**config.mk**
```make
export PLATFORM = sky130hd
export DESIGN_NAME = spi_frame_timer
export DESIGN_NICKNAME = d
export VERILOG_FILES = /design/src/rtl/spi_tm_pkg.sv /design/src/rtl/spi_tm_delay_calc.sv /design/src/rtl/spi_tm_span_counter.sv /design/src/rtl/spi_frame_timer.sv
export SDC_FILE = /design/constraint.sdc
export NUM_CORES = 1
export LEC_CHECK = 0
export BUFFER_PORTS_ARGS = -buffer_cell sky130_fd_sc_hd__buf_2
export CORE_UTILIZATION = 64
export DETAILED_ROUTE_END_ITERATION = 6
export GPL_TIMING_DRIVEN = 0
export PLACE_DENSITY = 0.83
export SYNTH_ARGS = -nofsm -noshare
export SYNTH_HDL_FRONTEND = slang
export SYNTH_SLANG_ARGS = --single-unit
```
**constraint.sdc**
```tcl
create_clock -name clk -period 7 [get_ports clk]
set_clock_uncertainty 0.15 [all_clocks]
set_input_delay 0.7 -clock clk [delete_from_list [all_inputs] [get_ports clk]]
set_output_delay 0.7 -clock clk [all_outputs]
set_load 0.005 [all_outputs]
```
**src/rtl/spi_tm_pkg.sv**
```systemverilog
package spi_tm_pkg;

    localparam int PRE_W       = 2;
    localparam int SCL_W       = 4;
    localparam int SCL_MAX_EXP = 14;
    localparam int DLY_W       = SCL_MAX_EXP + 4;

    typedef enum logic [1:0] {
        ST_IDLE,
        ST_LEAD,
        ST_SHIFT,
        ST_GAP
    } tm_state_e;

    typedef struct packed {
        logic [PRE_W-1:0] pre;
        logic [SCL_W-1:0] scl;
    } dly_code_t;

    typedef struct packed {
        dly_code_t baud;
        dly_code_t lead;
        dly_code_t gap;
    } tm_cfg_t;

    // Odd prescaler. The baud variant starts at 2 instead of 1.
    function automatic logic [DLY_W-1:0] pre_value(input logic [PRE_W-1:0] code,
                                                   input logic is_baud);
        logic [DLY_W-1:0] v;
        unique case (code)
            2'd0:    v = is_baud ? DLY_W'(2) : DLY_W'(1);
            2'd1:    v = DLY_W'(3);
            2'd2:    v = DLY_W'(5);
            default: v = DLY_W'(7);
        endcase
        return v;
    endfunction

    // Power-of-two exponent: code n gives n+1, saturating at SCL_MAX_EXP.
    function automatic int unsigned scl_exp(input logic [SCL_W-1:0] code);
        int unsigned e;
        e = int'(code) + 1;
        if (e > SCL_MAX_EXP) e = SCL_MAX_EXP;
        return e;
    endfunction

endpackage

```
**src/rtl/spi_tm_delay_calc.sv**
```systemverilog
module spi_tm_delay_calc
    import spi_tm_pkg::*;
#(
    parameter bit IS_BAUD = 1'b0
) (
    input  dly_code_t        code_i,
    output logic [DLY_W-1:0] cycles_o
);

    always_comb begin
        cycles_o = pre_value(code_i.pre, IS_BAUD) << scl_exp(code_i.scl);
    end

endmodule

```
**src/rtl/spi_tm_span_counter.sv**
```systemverilog
module spi_tm_span_counter #(
    parameter int W = 18
) (
    input  logic         clk,
    input  logic         rst,
    input  logic         clr,
    input  logic         en,
    input  logic [W-1:0] len_i,
    output logic         last_o
);

    logic [W-1:0] cnt;

    always_ff @(posedge clk) begin
        if (rst || clr) begin
            cnt <= '0;
        end else if (en) begin
            cnt <= cnt + 1'b1;
        end
    end

    assign last_o = en && (cnt == len_i - 1'b1);

    // a running span never passes its programmed length
    a_r3_span_within_len: assert property (@(posedge clk) disable iff (rst)
        en |-> (cnt < len_i));

endmodule

```
**src/rtl/spi_frame_timer.sv**
```systemverilog
module spi_frame_timer
    import spi_tm_pkg::*;
#(
    parameter int NB_W = 6
) (
    input  logic            clk,
    input  logic            rst,
    input  logic            start_i,
    input  logic [NB_W-1:0] nbits_i,
    input  logic [1:0]      baud_pre_i,
    input  logic [3:0]      baud_scl_i,
    input  logic [1:0]      lead_pre_i,
    input  logic [3:0]      lead_scl_i,
    input  logic [1:0]      gap_pre_i,
    input  logic [3:0]      gap_scl_i,
    output logic            cs_n_o,
    output logic            sck_o,
    output logic            edge_o,
    output logic            done_o
);

    localparam int EDG_W    = NB_W + 1;
    localparam int N_SPANS  = 3;
    localparam int IX_BAUD  = 0;
    localparam int IX_LEAD  = 1;
    localparam int IX_GAP   = 2;

    tm_state_e        state;
    tm_cfg_t          cfg_in, cfg_q;
    logic [NB_W-1:0]  bits_q;
    logic [EDG_W-1:0] edges_q, edges_total;
    logic             cs_n_q, sck_q, edge_q, done_q;

    dly_code_t        code_sel   [N_SPANS];
    logic [DLY_W-1:0] span_cycles[N_SPANS];
    logic [DLY_W-1:0] half_hi, half_lo, span_len;
    logic             span_last, span_clr, span_en, take;

    // Configuration as seen on the pins
    always_comb begin
        cfg_in.baud.pre = baud_pre_i;
        cfg_in.baud.scl = baud_scl_i;
        cfg_in.lead.pre = lead_pre_i;
        cfg_in.lead.scl = lead_scl_i;
        cfg_in.gap.pre  = gap_pre_i;
        cfg_in.gap.scl  = gap_scl_i;
    end

    assign code_sel[IX_BAUD] = cfg_q.baud;
    assign code_sel[IX_LEAD] = cfg_q.lead;
    assign code_sel[IX_GAP]  = cfg_q.gap;

    for (genvar g = 0; g < N_SPANS; g++) begin : g_calc
        spi_tm_delay_calc #(
            .IS_BAUD(g == IX_BAUD)
        ) u_calc (
            .code_i  (code_sel[g]),
            .cycles_o(span_cycles[g])
        );
    end

    assign half_hi     = span_cycles[IX_BAUD] >> 1;
    assign half_lo     = span_cycles[IX_BAUD] - half_hi;
    assign edges_total = {bits_q, 1'b0};

    always_comb begin
        unique case (state)
            ST_LEAD:  span_len = span_cycles[IX_LEAD];
            ST_SHIFT: span_len = sck_q ? half_hi : half_lo;
            ST_GAP:   span_len = span_cycles[IX_GAP];
            default:  span_len = span_cycles[IX_LEAD];
        endcase
    end

    assign span_en  = (state != ST_IDLE);
    assign span_clr = (state == ST_IDLE) || span_last;

    spi_tm_span_counter #(
        .W(DLY_W)
    ) u_span (
        .clk   (clk),
        .rst   (rst),
        .clr   (span_clr),
        .en    (span_en),
        .len_i (span_len),
        .last_o(span_last)
    );

    // A request is taken when idle, or on the final cycle of the gap
    assign take = start_i && ((state == ST_IDLE) || ((state == ST_GAP) && span_last));

    always_ff @(posedge clk) begin
        if (rst) begin
            state   <= ST_IDLE;
            cs_n_q  <= 1'b1;
            sck_q   <= 1'b0;
            edge_q  <= 1'b0;
            done_q  <= 1'b0;
            cfg_q   <= '0;
            bits_q  <= '0;
            edges_q <= '0;
        end else begin
            edge_q <= 1'b0;
            done_q <= 1'b0;
            if (take) begin
                state   <= ST_LEAD;
                cs_n_q  <= 1'b0;
                cfg_q   <= cfg_in;
                bits_q  <= (nbits_i == '0) ? NB_W'(1) : nbits_i;
                edges_q <= '0;
            end else begin
                unique case (state)
                    ST_IDLE: ;
                    ST_LEAD: begin
                        if (span_last) begin
                            state   <= ST_SHIFT;
                            sck_q   <= 1'b1;
                            edge_q  <= 1'b1;
                            edges_q <= EDG_W'(1);
                        end
                    end
                    ST_SHIFT: begin
                        if (span_last) begin
                            if (edges_q == edges_total) begin
                                state  <= ST_GAP;
                                cs_n_q <= 1'b1;
                                done_q <= 1'b1;
                            end else begin
                                sck_q   <= ~sck_q;
                                edge_q  <= 1'b1;
                                edges_q <= edges_q + 1'b1;
                            end
                        end
                    end
                    ST_GAP: begin
                        if (span_last) state <= ST_IDLE;
                    end
                    default: state <= ST_IDLE;
                endcase
            end
        end
    end

    assign cs_n_o = cs_n_q;
    assign sck_o  = sck_q;
    assign edge_o = edge_q;
    assign done_o = done_q;

    // SCK rests low outside a frame
    a_r4_sck_low_when_deselected: assert property (@(posedge clk) disable iff (rst)
        cs_n_o |-> !sck_o);

    // strobes only inside a frame, and only when SCK took a new value
    a_r5_edge_inside_frame: assert property (@(posedge clk) disable iff (rst)
        edge_o |-> !cs_n_o);
    a_r5_edge_marks_toggle: assert property (@(posedge clk) disable iff (rst)
        edge_o |-> (sck_o != $past(sck_o)));

    // done accompanies the chip-select rise
    a_r6_done_with_cs_rise: assert property (@(posedge clk) disable iff (rst)
        done_o |-> $rose(cs_n_o));

    // the lead interval is never zero, so no SCK edge at select assertion
    a_r3_no_edge_at_select: assert property (@(posedge clk) disable iff (rst)
        $fell(cs_n_o) |-> (!edge_o && !sck_o));

    // chip-select cannot return low before the gap has run out
    a_r8_gap_holds_select_high: assert property (@(posedge clk) disable iff (rst)
        (state == ST_GAP && !span_last) |=> cs_n_o);

endmodule

```
==> impl_metrics.py, run 1 <==
metrics = {
    "outcome": {
        "status": "finished, final reports clean",
    },
    "logic_synthesis": {
        "synthArstFlopShare_pct": 0,
        "synthMuxAreaShare_pct": 5.98,
        "synth-simple-area-share_pct": 30.5,
        "synthesis.nets": 902,
        "synth_cells": 842,
        "synthXorXnorAreaFrac_pct": 7.72,
        "ys_types": 110,
        "synth-adder-area-share_pct": 6.61,
        "synth-compound-area-share_pct": 25.8,
        "ys_ff_latch": 55,
        "netlist_area_um2": 6510,
        "synth_top_family_by_area": "simple AND/OR/NAND/NOR gates",
        "synth_edf_count": 0,
        "synth_top_cell_by_area": "dfxtp_1",
        "synth.area.top_cells": "dfxtp_1 (17%), ha_1 (6.1%), nor2_1 (5.4%)",
        "ys_seq_area_share_pct": 16.9,
        "synth.top_cell.area_share_pct": 16.9,
        "synth.avg_cell_area_um2": 7.73,
        "synth-warning-count": 0,
        "synth_ff_type": "dfxtp_1",
    },
    "route": {
        "routed_via_density": 6.64,
        "ant_nets": 0,
        "dr_wl_met2_mm": 8.35,
        "vias": 6756,
        "drt_first_pass_iters": 6,
        "wl_met3_mm": 1.49,
        "top_layer_used": "met4",
        "drt-initial-drc-count": 589,
        "route.detailed.drc": 0,
        "routedWlPerCell_um": 18.5,
        "wirelength_met1_mm": 8.28,
        "routed_wl_mm": 18.8,
    },
    "global_route": {
        "grt_pass1_wl_mm": 29.4,
        "grt_pass1_vias": 6012,
        "grt_max_degree": 21,
        "gr-total-overflow": 0,
        "antenna_found_initial": 0,
        "grt.total_usage_pct": 35.8,
    },
    "timing": {
        "slew_headroom_pct": 42.6,
        "drv_slew": 0,
        "max_slew.worst_pin.slew_ns": 0.849,
        "clock.fmax_mhz": 149,
        "finalHoldViolCount": 0,
        "fin_crit_sh_pct": 95.8,
        "setup_viol": 0,
        "post-route-min-period_ns": 6.70,
        "timing.hold.ws_ns": 0.339,
    },
    "layout": {
        "fin_nets": 944,
        "area_growth_pct": 8.26,
        "final_common_cell": "nor2_1",
        "diodes": 0,
        "stdcell_area_um2": 7050,
        "final_cell_mix": "nor2_1 (93), dfxtp_1 (53), inv_1 (50)",
        "drive_gt1_share_pct": 16.4,
        "fillers": 816,
    },
    "setup_path": {
        "cp-end-kind": "register",
        "worstSetupStartpoint": "cfg_q[13]$_SDFFE_PP0P_",
        "crit_path_start_kind": "register",
        "rr_startpoint": "cfg_q[13]$_SDFFE_PP0P_",
        "worst-r2r-setup-slack_ns": 0.30,
        "worstPathArrival_ns": 6.79,
        "required_ns": 7.09,
        "critPathMaxFanout": 10,
        "crit_type": "reg2reg",
        "r2r_cells": 22,
    },
    "hold_path": {
        "hold_start": "u_span.cnt[0]$_SDFFE_PP0P_",
        "hp-class": "reg2reg",
        "whs_path_depth": 1,
    },
    "clock_tree": {
        "clk_pin_slew_ns": 0.10,
        "cts_buffers": 5,
        "h-tree-depth": 2,
        "clock_sinks": 55,
        "hold_buffers": 0,
        "cts_tree": "built",
        "clk_path_buf_depth": 2,
        "clock-root-buffer": "clkbuf_8",
        "clk_latency_ns": 0.34,
    },
    "placed_design": {
        "place.port_buffers": 30,
        "dpl_cell_area_um2": 6830,
        "dp_hpwl_mm": 14.8,
        "gp_congestion": 0.997,
    },
    "floorplanning": {
        "rows": 36,
        "pin_count": 31,
        "dieArea_um2": 10600,
        "start_util_pct": 66.3,
        "die_w_um": 103,
        "core_area_um2": 9820,
        "die_y_um": 103,
    },
    "power": {
        "power.leakage_nw": 2.87,
        "ir_drop_mv": 0.176,
        "p_per_area_nw_per_um2": 236,
    },
    "job": {
        "drv_cap": 0,
    },
}
## state kept, by name (all words and copies together) (netlist names)
signal and cells:
edge_o 1, sck_o 1, edges_q 7, u_span.cnt 18, bits_q 6, cs_n_o 1, done_o 1, state 2
cfg_q 18
## worst paths after layout
check	end
worst max-delay path	state[1]$_SDFFE_PP0P_
worst min-delay path	u_span.cnt[0]$_SDFFE_PP0P_
worst min register to register	u_span.cnt[0]$_SDFFE_PP0P_
worst max register to register	state[1]$_SDFFE_PP0P_
## synth_stat cells (12+ instances only)
master and n:
ha_1 32, nand2b_1 17, mux2i_1 27, nand2_1 49
clkbuf_1 15, nor2_1 93, o21ai_0 27, dfxtp_1 55
nor3_1 24, and2_1 13, a21oi_1 45, xnor2_1 24
and3_1 18, nand3_1 24, or3_1 12, nand4_1 15
a211oi_1 17, inv_1 50, xor2_1 29, buf_2 18
## where the power goes
group	switching, W	total [W]	internal (W)
Sequential	0.0000259	0.000359	0.000333
Combinational	0.000659	0.00111	0.000447
Clock	0.000121	0.000197	0.0000755
## metal layers
metal | global-route usage (%) | up-vias
li1 | - | 3218
met1 | 47.1 | 3161
met2 | 56.7 | 312
met3 | 6.58 | 65
met4 | 16.6 | 0
met5 | 0 | -
## repair_timing
action | 4_1_cts | 5_1_grt
setup buffers | 1 | 4
endpoints found under the hold margin | 0 | 0
endpoints found under the setup margin | 47 | 55
resized for setup | 4 | 14
pin swaps | 1 | 4
## area by class of cell
class | instances | area (µm²) | share of cell area (%)
buffer | 43 | 236 | 3.35
inverter | 50 | 188 | 2.66
timing repair buffer | 35 | 188 | 2.66
sequential | 55 | 1100 | 15.7
tap | 133 | 166 | 2.36
clock inverter | 3 | 33.8 | 0.479
multi-input combinational | 694 | 5070 | 71.9
clock buffer | 5 | 68.8 | 0.976
## critical path, cell delays in order, from the launching register on
cell       delay [ns]
dfxtp_2          0.42
inv_1            0.07
ha_2             0.33
buf_2            0.22
o31ai_2          0.34
nand3_1          0.27
a31oi_1          0.53
ha_1             0.33
clkbuf_1         0.19
a21oi_1          0.23
o211ai_1         0.17
buf_4            0.18
a211o_1          0.31
a2111oi_0        0.58
a311oi_2         0.16
nand4_1          0.22
nor3_2           0.08
a211oi_1         0.48
nor3_1           0.17
nor4_4           0.54
nand2_1          0.16
a211o_1          0.34
o211a_1          0.12
## cell families after synthesis
family,Yosys count
and+or+nand+nor,352
AOI/OAI and AO/OA,218
buffers and inverters,93
xor gates and xnor gates,55
DFF,55
muxes,35
adders and majority gates,34
## stage by stage
step / total power, W / TNS [ns] / instances / utilization, % / worst slack (ns)
after CTS: 0.00161 / 0 / 1014 / 70.9 / 0.133
after global routing: 0.00176 / -0.0245 / 1018 / 71.8 / -0.0241
after detailed placement: 0.00140 / -10.26 / 1005 / 69.5 / -0.316
final: 0.00166 / 0 / 1018 / 71.8 / 0.297
after floorplan: 0.00118 / 0 / 842 / - / 0.924
after global placement: 0.00136 / -4.11 / 1005 / 69.5 / -0.184
(Power assumes the default switching activity.)
==> inputs of run 2 (changes only) <==
--- a/config.mk
+++ b/config.mk
@@ -6,10 +6,12 @@
 export NUM_CORES = 1
 export LEC_CHECK = 0
 export BUFFER_PORTS_ARGS = -buffer_cell sky130_fd_sc_hd__buf_2
+export CAP_MARGIN = 20
 export CORE_UTILIZATION = 64
 export DETAILED_ROUTE_END_ITERATION = 6
 export GPL_TIMING_DRIVEN = 0
 export PLACE_DENSITY = 0.83
+export SETUP_SLACK_MARGIN = 0.4
 export SYNTH_ARGS = -nofsm -noshare
 export SYNTH_HDL_FRONTEND = slang
 export SYNTH_SLANG_ARGS = --single-unit
==> run 2 against run 1 <==
  * First-iteration DRC count is 4.1% lower
  * Register-to-register slack better by 0.35 ns
  * Cell area is 3.3% higher
  * Sequential share of layout area is 0.46 points lower
  * Sequential cell count stayed put
  * Critical path type unchanged
  * Largest cell class unchanged
  * Highest routed layer unchanged
==> impl_metrics.py, run 2 (synthesized netlist as in run 1, its figures left out) <==
metrics = {
    "outcome": {
        "status": "finished, final reports clean",
    },
    "layout": {
        "diodes": 0,
        "fin_nets": 953,
        "fillers": 780,
        "area_growth_pct": 11.8,
        "stdcell_area_um2": 7280,
        "utilization_pct": 74.2,
        "drive_gt1_share_pct": 19.6,
        "final_common_cell": "nor2_1",
        "final_cell_mix": "nor2_1 (93), dfxtp_1 (53), inv_1 (50)",
        "final_cells": 1027,
        "largest_registers": "cfg_q x18, u_span.cnt x18, edges_q x7",
    },
    "global_route": {
        "grt_pass1_wl_mm": 29.5,
        "grt_max_degree": 21,
        "grt_use_met1_pct": 47.0,
        "grt_pass1_vias": 6030,
        "grt-busiest-layer": "met2",
        "gr-usage-met3_pct": 6.78,
        "grt.total_usage_pct": 35.9,
        "gr-total-overflow": 0,
        "use_met2_pct": 57.4,
        "antenna_found_initial": 0,
    },
    "setup_path": {
        "worst-r2r-setup-slack_ns": 0.65,
        "crit_type": "reg2reg",
        "r2r_cells": 26,
        "cp_slowest_cell": "or4b_4",
        "crit_path_start_kind": "register",
        "required_ns": 7.08,
        "cp-end-kind": "register",
        "worstPathArrival_ns": 6.43,
        "critPathMaxFanout": 10,
        "worstSetupStartpoint": "cfg_q[13]$_SDFFE_PP0P_",
        "r2r-end": "bits_q[3]$_SDFFE_PP0P_",
        "rr_startpoint": "cfg_q[13]$_SDFFE_PP0P_",
        "slowest_delay_ns": 0.50,
    },
    "clock_tree": {
        "clk_pin_slew_ns": 0.12,
        "clock_sinks": 55,
        "h-tree-depth": 2,
        "clock-root-buffer": "clkbuf_8",
        "clk_latency_ns": 0.34,
        "cts_tree": "built",
        "cts_buffers": 5,
        "hold_buffers": 0,
        "clk_path_buf_depth": 2,
    },
    "floorplanning": {
        "die_y_um": 103,
        "start_util_pct": 66.3,
        "pin_count": 31,
        "rows": 36,
        "core_area_um2": 9820,
        "dieArea_um2": 10600,
        "die_w_um": 103,
    },
    "power": {
        "power.leakage_nw": 2.94,
        "totalPowerFinal_w": 0.00175,
        "p_per_area_nw_per_um2": 241,
        "ir_drop_mv": 0.178,
    },
    "placed_design": {
        "dpl.cell_count": 1005,
        "dpl_cell_area_um2": 6830,
        "gp_congestion": 0.997,
        "dp_hpwl_mm": 14.8,
        "place.port_buffers": 30,
    },
    "timing": {
        "drv_slew": 0,
        "rsz0062_at_grt": "false",
        "post-route-min-period_ns": 6.35,
        "max_slew.worst_pin.slew_ns": 0.961,
        "setup_tns_ns": 0,
        "slew_headroom_pct": 35.0,
        "setup_viol": 0,
        "fin_crit_sh_pct": 90.8,
        "finalHoldViolCount": 0,
        "clock.fmax_mhz": 157,
    },
    "route": {
        "vias": 6854,
        "ant_nets": 0,
        "routed_via_density": 6.67,
        "drt_first_pass_iters": 6,
        "routedWlPerCell_um": 18.7,
        "route.detailed.drc": 0,
        "drt-initial-drc-count": 565,
        "routed_wl_mm": 19.2,
    },
    "hold_path": {
        "min_to": "u_span.cnt[0]$_SDFFE_PP0P_",
        "hold_start": "u_span.cnt[0]$_SDFFE_PP0P_",
        "whs_path_depth": 1,
        "hp-class": "reg2reg",
    },
    "job": {
        "drv_cap": 0,
    },
}
[run 2: cell types whose count changed in the layout (fill, tap and decap cells not counted), moves of 3 or more]
| cell | before | now |
|---|---|---|
| a2111oi_0 | 8 | 5 |
| a211oi_1 | 16 | 13 |
| a211oi_2 | 3 | 6 |
| buf_4 | 9 | 18 |
[run 2: report_power, final]
part / internal, W / leakage, nW / switching (W)
clock: 0.0000755 / 0.0515 / 0.000122
combinational: 0.000498 / 2.44 / 0.000698
sequential: 0.000333 / 0.449 / 0.0000259
total: 0.000907 / 2.94 / 0.000845
[run 2: what timing repair did]
| action | in CTS | in global routing |
|---|---|---|
| buffers inserted | 7 | 7 |
| gates cloned | 0 | 0 |
| gates resized for setup | 12 | 43 |
| endpoints found under the setup margin | 55 | 55 |
| pin swaps | 7 | 13 |
[run 2: through the flow]
step	worst slack (ns)	hold slack (ns)
2_1_floorplan	0.924	0.290
3_3_place_gp	-0.184	0.315
3_5_place_dp	-0.316	0.323
4_1_cts	0.401	0.348
5_1_grt	0.377	0.368
6_report	0.645	0.340
[run 2: critical path, delay by kind of cell (launching register included)]
kind | cells | cell delay, ns
compound gates | 9 | 1.84
simple gates | 9 | 2.47
mux | 1 | 0.23
fa+ha+maj | 2 | 0.47
flops | 1 | 0.41
buf+inv | 5 | 0.67
[run 2: cell type report]
| type | instances | area (µm²) | area share [%] |
|---|---|---|---|
| clock buffer | 5 | 68.8 | 0.945 |
| sequential | 55 | 1110 | 15.2 |
| inverter | 50 | 188 | 2.58 |
| timing repair buffer | 44 | 255 | 3.51 |
| multi-input combinational | 694 | 5220 | 71.7 |
| tap | 133 | 166 | 2.29 |
| clock inverter | 3 | 33.8 | 0.464 |
| buffer | 43 | 245 | 3.37 |
[run 2: worst max-delay path by stage]
| stage | slack, ns | to | depth (start not counted) |
|---|---|---|---|
| global route | 0.38 | edges_q[3]$_SDFFE_PP0P_ | 26 |
| floorplan | 0.92 | state[0]$_SDFFE_PP0P_ | 24 |
| finish | 0.65 | bits_q[3]$_SDFFE_PP0P_ | 26 |
| CTS | 0.40 | bits_q[3]$_SDFFE_PP0P_ | 24 |
| global placement | -0.18 | state[0]$_SDFFE_PP0P_ | 24 |
| detailed placement | -0.32 | state[0]$_SDFFE_PP0P_ | 24 |
[run 2: per-layer routing]
metal | share of wire (%) | wire, µm
met5 | 0 | 0
met4 | 3.7 | 713
met3 | 7.8 | 1510
met2 | 45 | 8700
met1 | 43 | 8310
==> inputs of run 3 (changes only) <==
--- a/config.mk
+++ b/config.mk
@@ -7,10 +7,13 @@
 export LEC_CHECK = 0
 export BUFFER_PORTS_ARGS = -buffer_cell sky130_fd_sc_hd__buf_2
 export CAP_MARGIN = 20
-export CORE_UTILIZATION = 64
+export CELL_PAD_IN_SITES_DETAIL_PLACEMENT = 1
+export CELL_PAD_IN_SITES_GLOBAL_PLACEMENT = 1
+export CORE_MARGIN = 2
+export CORE_UTILIZATION = 48
 export DETAILED_ROUTE_END_ITERATION = 6
 export GPL_TIMING_DRIVEN = 0
-export PLACE_DENSITY = 0.83
+export PLACE_DENSITY_LB_ADDON = 0.1
 export SETUP_SLACK_MARGIN = 0.4
 export SYNTH_ARGS = -nofsm -noshare
 export SYNTH_HDL_FRONTEND = slang
==> run 3 against run 2 <==
  * Maximum frequency shrank 1.4%
  * Combinational power grew 7%
  * Sequential cell count is the same
  * Total power grew 9.3%
  * Non-clock buffer count grew 11
  * Sequential share of layout area shrank 0.42 points
  * Cell count grew 5.3%
  * Worst hold slack gained 0.0014 ns
  * Global-route usage shrank 5.1 points
  * Clock-buffer cell count is the same
  * Register-to-register slack lost 0.09 ns
  * Routed wire length grew 18%
  * Largest power group unchanged
  * Highest routed layer unchanged
==> impl_metrics.py, run 3 (synthesized netlist as in run 1, its figures left out) <==
metrics = {
    "layout": {
        "fin_nets": 964,
        "drive_gt1_share_pct": 21.4,
        "fillers": 1685,
        "final_common_cell": "nor2_1",
        "final_cells": 1081,
        "area_growth_pct": 15.2,
        "final_cell_mix": "nor2_1 (92), dfxtp_1 (53), inv_1 (50)",
        "utilization_pct": 56.7,
        "stdcell_area_um2": 7500,
        "largest_registers": "cfg_q x18, u_span.cnt x18, edges_q x7",
        "diodes": 0,
    },
    "timing": {
        "setup_viol": 0,
        "finalHoldViolCount": 0,
        "fin_crit_sh_pct": 92.0,
        "clock.fmax_mhz": 155,
        "drv_slew": 0,
        "max_slew.worst_pin.slew_ns": 0.945,
        "rsz0062_at_grt": "false",
        "slew_headroom_pct": 36.1,
        "post-route-min-period_ns": 6.44,
    },
    "floorplanning": {
        "dieArea_um2": 14500,
        "die_w_um": 120,
        "pin_count": 31,
        "start_util_pct": 49.2,
        "die_y_um": 120,
        "core_area_um2": 13200,
        "rows": 42,
    },
    "outcome": {
        "status": "finished, final reports clean",
    },
    "global_route": {
        "gr-total-overflow": 0,
        "grt_pass1_wl_mm": 35.8,
        "grt_pass1_vias": 6776,
        "antenna_found_initial": 0,
        "grt_max_degree": 21,
        "grt.total_usage_pct": 30.8,
    },
    "power": {
        "totalPowerFinal_w": 0.00192,
        "power.leakage_nw": 3.03,
        "p_per_area_nw_per_um2": 255,
        "ir_drop_mv": 0.133,
    },
    "setup_path": {
        "required_ns": 7.08,
        "worstSetupStartpoint": "cfg_q[12]$_SDFFE_PP0P_",
        "crit_path_start_kind": "register",
        "rr_startpoint": "cfg_q[12]$_SDFFE_PP0P_",
        "critPathMaxFanout": 7,
        "crit_type": "reg2reg",
        "worstPathArrival_ns": 6.52,
        "cp-end-kind": "register",
    },
    "clock_tree": {
        "clk_latency_ns": 0.31,
        "clock-root-buffer": "clkbuf_16",
        "h-tree-depth": 2,
        "clock_sinks": 55,
        "hold_buffers": 0,
        "clk_pin_slew_ns": 0.08,
        "cts_buffers": 5,
        "clk_path_buf_depth": 2,
        "cts_tree": "built",
    },
    "route": {
        "routed_via_density": 6.27,
        "drt_first_pass_iters": 4,
        "routedWlPerCell_um": 21.1,
        "vias": 6780,
        "drt-initial-drc-count": 425,
        "routed_wl_mm": 22.8,
        "route.detailed.drc": 0,
        "ant_nets": 0,
    },
    "hold_path": {
        "hp-class": "reg2reg",
        "hold_start": "u_span.cnt[0]$_SDFFE_PP0P_",
    },
    "placed_design": {
        "place.port_buffers": 30,
        "dp_hpwl_mm": 17.6,
        "gp_congestion": 0.941,
        "dpl.cell_count": 1048,
        "dpl_cell_area_um2": 6880,
    },
    "job": {
        "drv_cap": 0,
    },
}
## run 3: worst paths after layout
kind / endpoint / slack, ns / cells past startpoint
worst min-delay path: u_span.cnt[0]$_SDFFE_PP0P_ / 0.34 / 1
worst min register to register: u_span.cnt[0]$_SDFFE_PP0P_ / 0.34 / 1
worst max-delay path: edges_q[5]$_SDFFE_PP0P_ / 0.56 / 25
worst max register to register: edges_q[5]$_SDFFE_PP0P_ / 0.56 / 25
## run 3: stage by stage
stage                     hold WS (ns)  setup TNS, ns  worst slack, ns
after floorplan                  0.290              0            0.924
final                            0.342              0            0.557
after global routing             0.374              0            0.278
after detailed placement         0.322         -22.69           -0.547
after global placement           0.309         -13.55           -0.393
after CTS                        0.341              0            0.417
## run 3: area by class of cell
class,count,area (µm²),area share (%)
well taps,176,220,2.93
inverters,50,188,2.50
clock buffers,5,125,1.67
flip-flops and latches,55,1110,14.8
multi-input cells,694,5240,69.8
repair buffers,55,338,4.50
plain buffers,43,254,3.38
clock inverters,3,33.8,0.450
## run 3: timing repair
action / in CTS / in global routing
pin swaps: 6 / 21
endpoints found under the setup margin: 55 / 49
setup buffers: 8 / 17
resized for setup: 23 / 45
## run 3: power breakdown
part	total [W]	switching, W	internal, W
clock	0.000272	0.000133	0.000138
sequential	0.000359	0.0000262	0.000333
combinational	0.00128	0.000748	0.000536
total	0.00192	0.000908	0.00101
## run 3: layer usage
layer  global-route usage, %  vias to the layer above  routed length, µm
li1                        -                     3249                  -
met1                    40.8                     3326              10300
met2                    51.9                      168              10900
met3                    4.62                       37               1030
met4                    8.58                        0                478
met5                       0                        -                  0
## run 3: critical path, stage by stage (launching register included)
cell       delay, ns
dfxtp_4         0.38
ha_1            0.20
buf_4           0.17
nor4b_4         0.32
a2111oi_1       0.10
or4_1           0.46
and2_4          0.19
nand2b_1        0.16
inv_1           0.08
ha_1            0.23
clkbuf_4        0.18
a21oi_2         0.17
o211ai_1        0.22
a211oi_2        0.39
a21boi_2        0.10
a311o_1         0.38
a21oi_2         0.20
or4b_4          0.51
nor3_4          0.24
and4bb_2        0.30
o311ai_4        0.13
buf_4           0.19
o32ai_4         0.37
nand4_1         0.16
xor2_1          0.17
a211oi_1        0.19
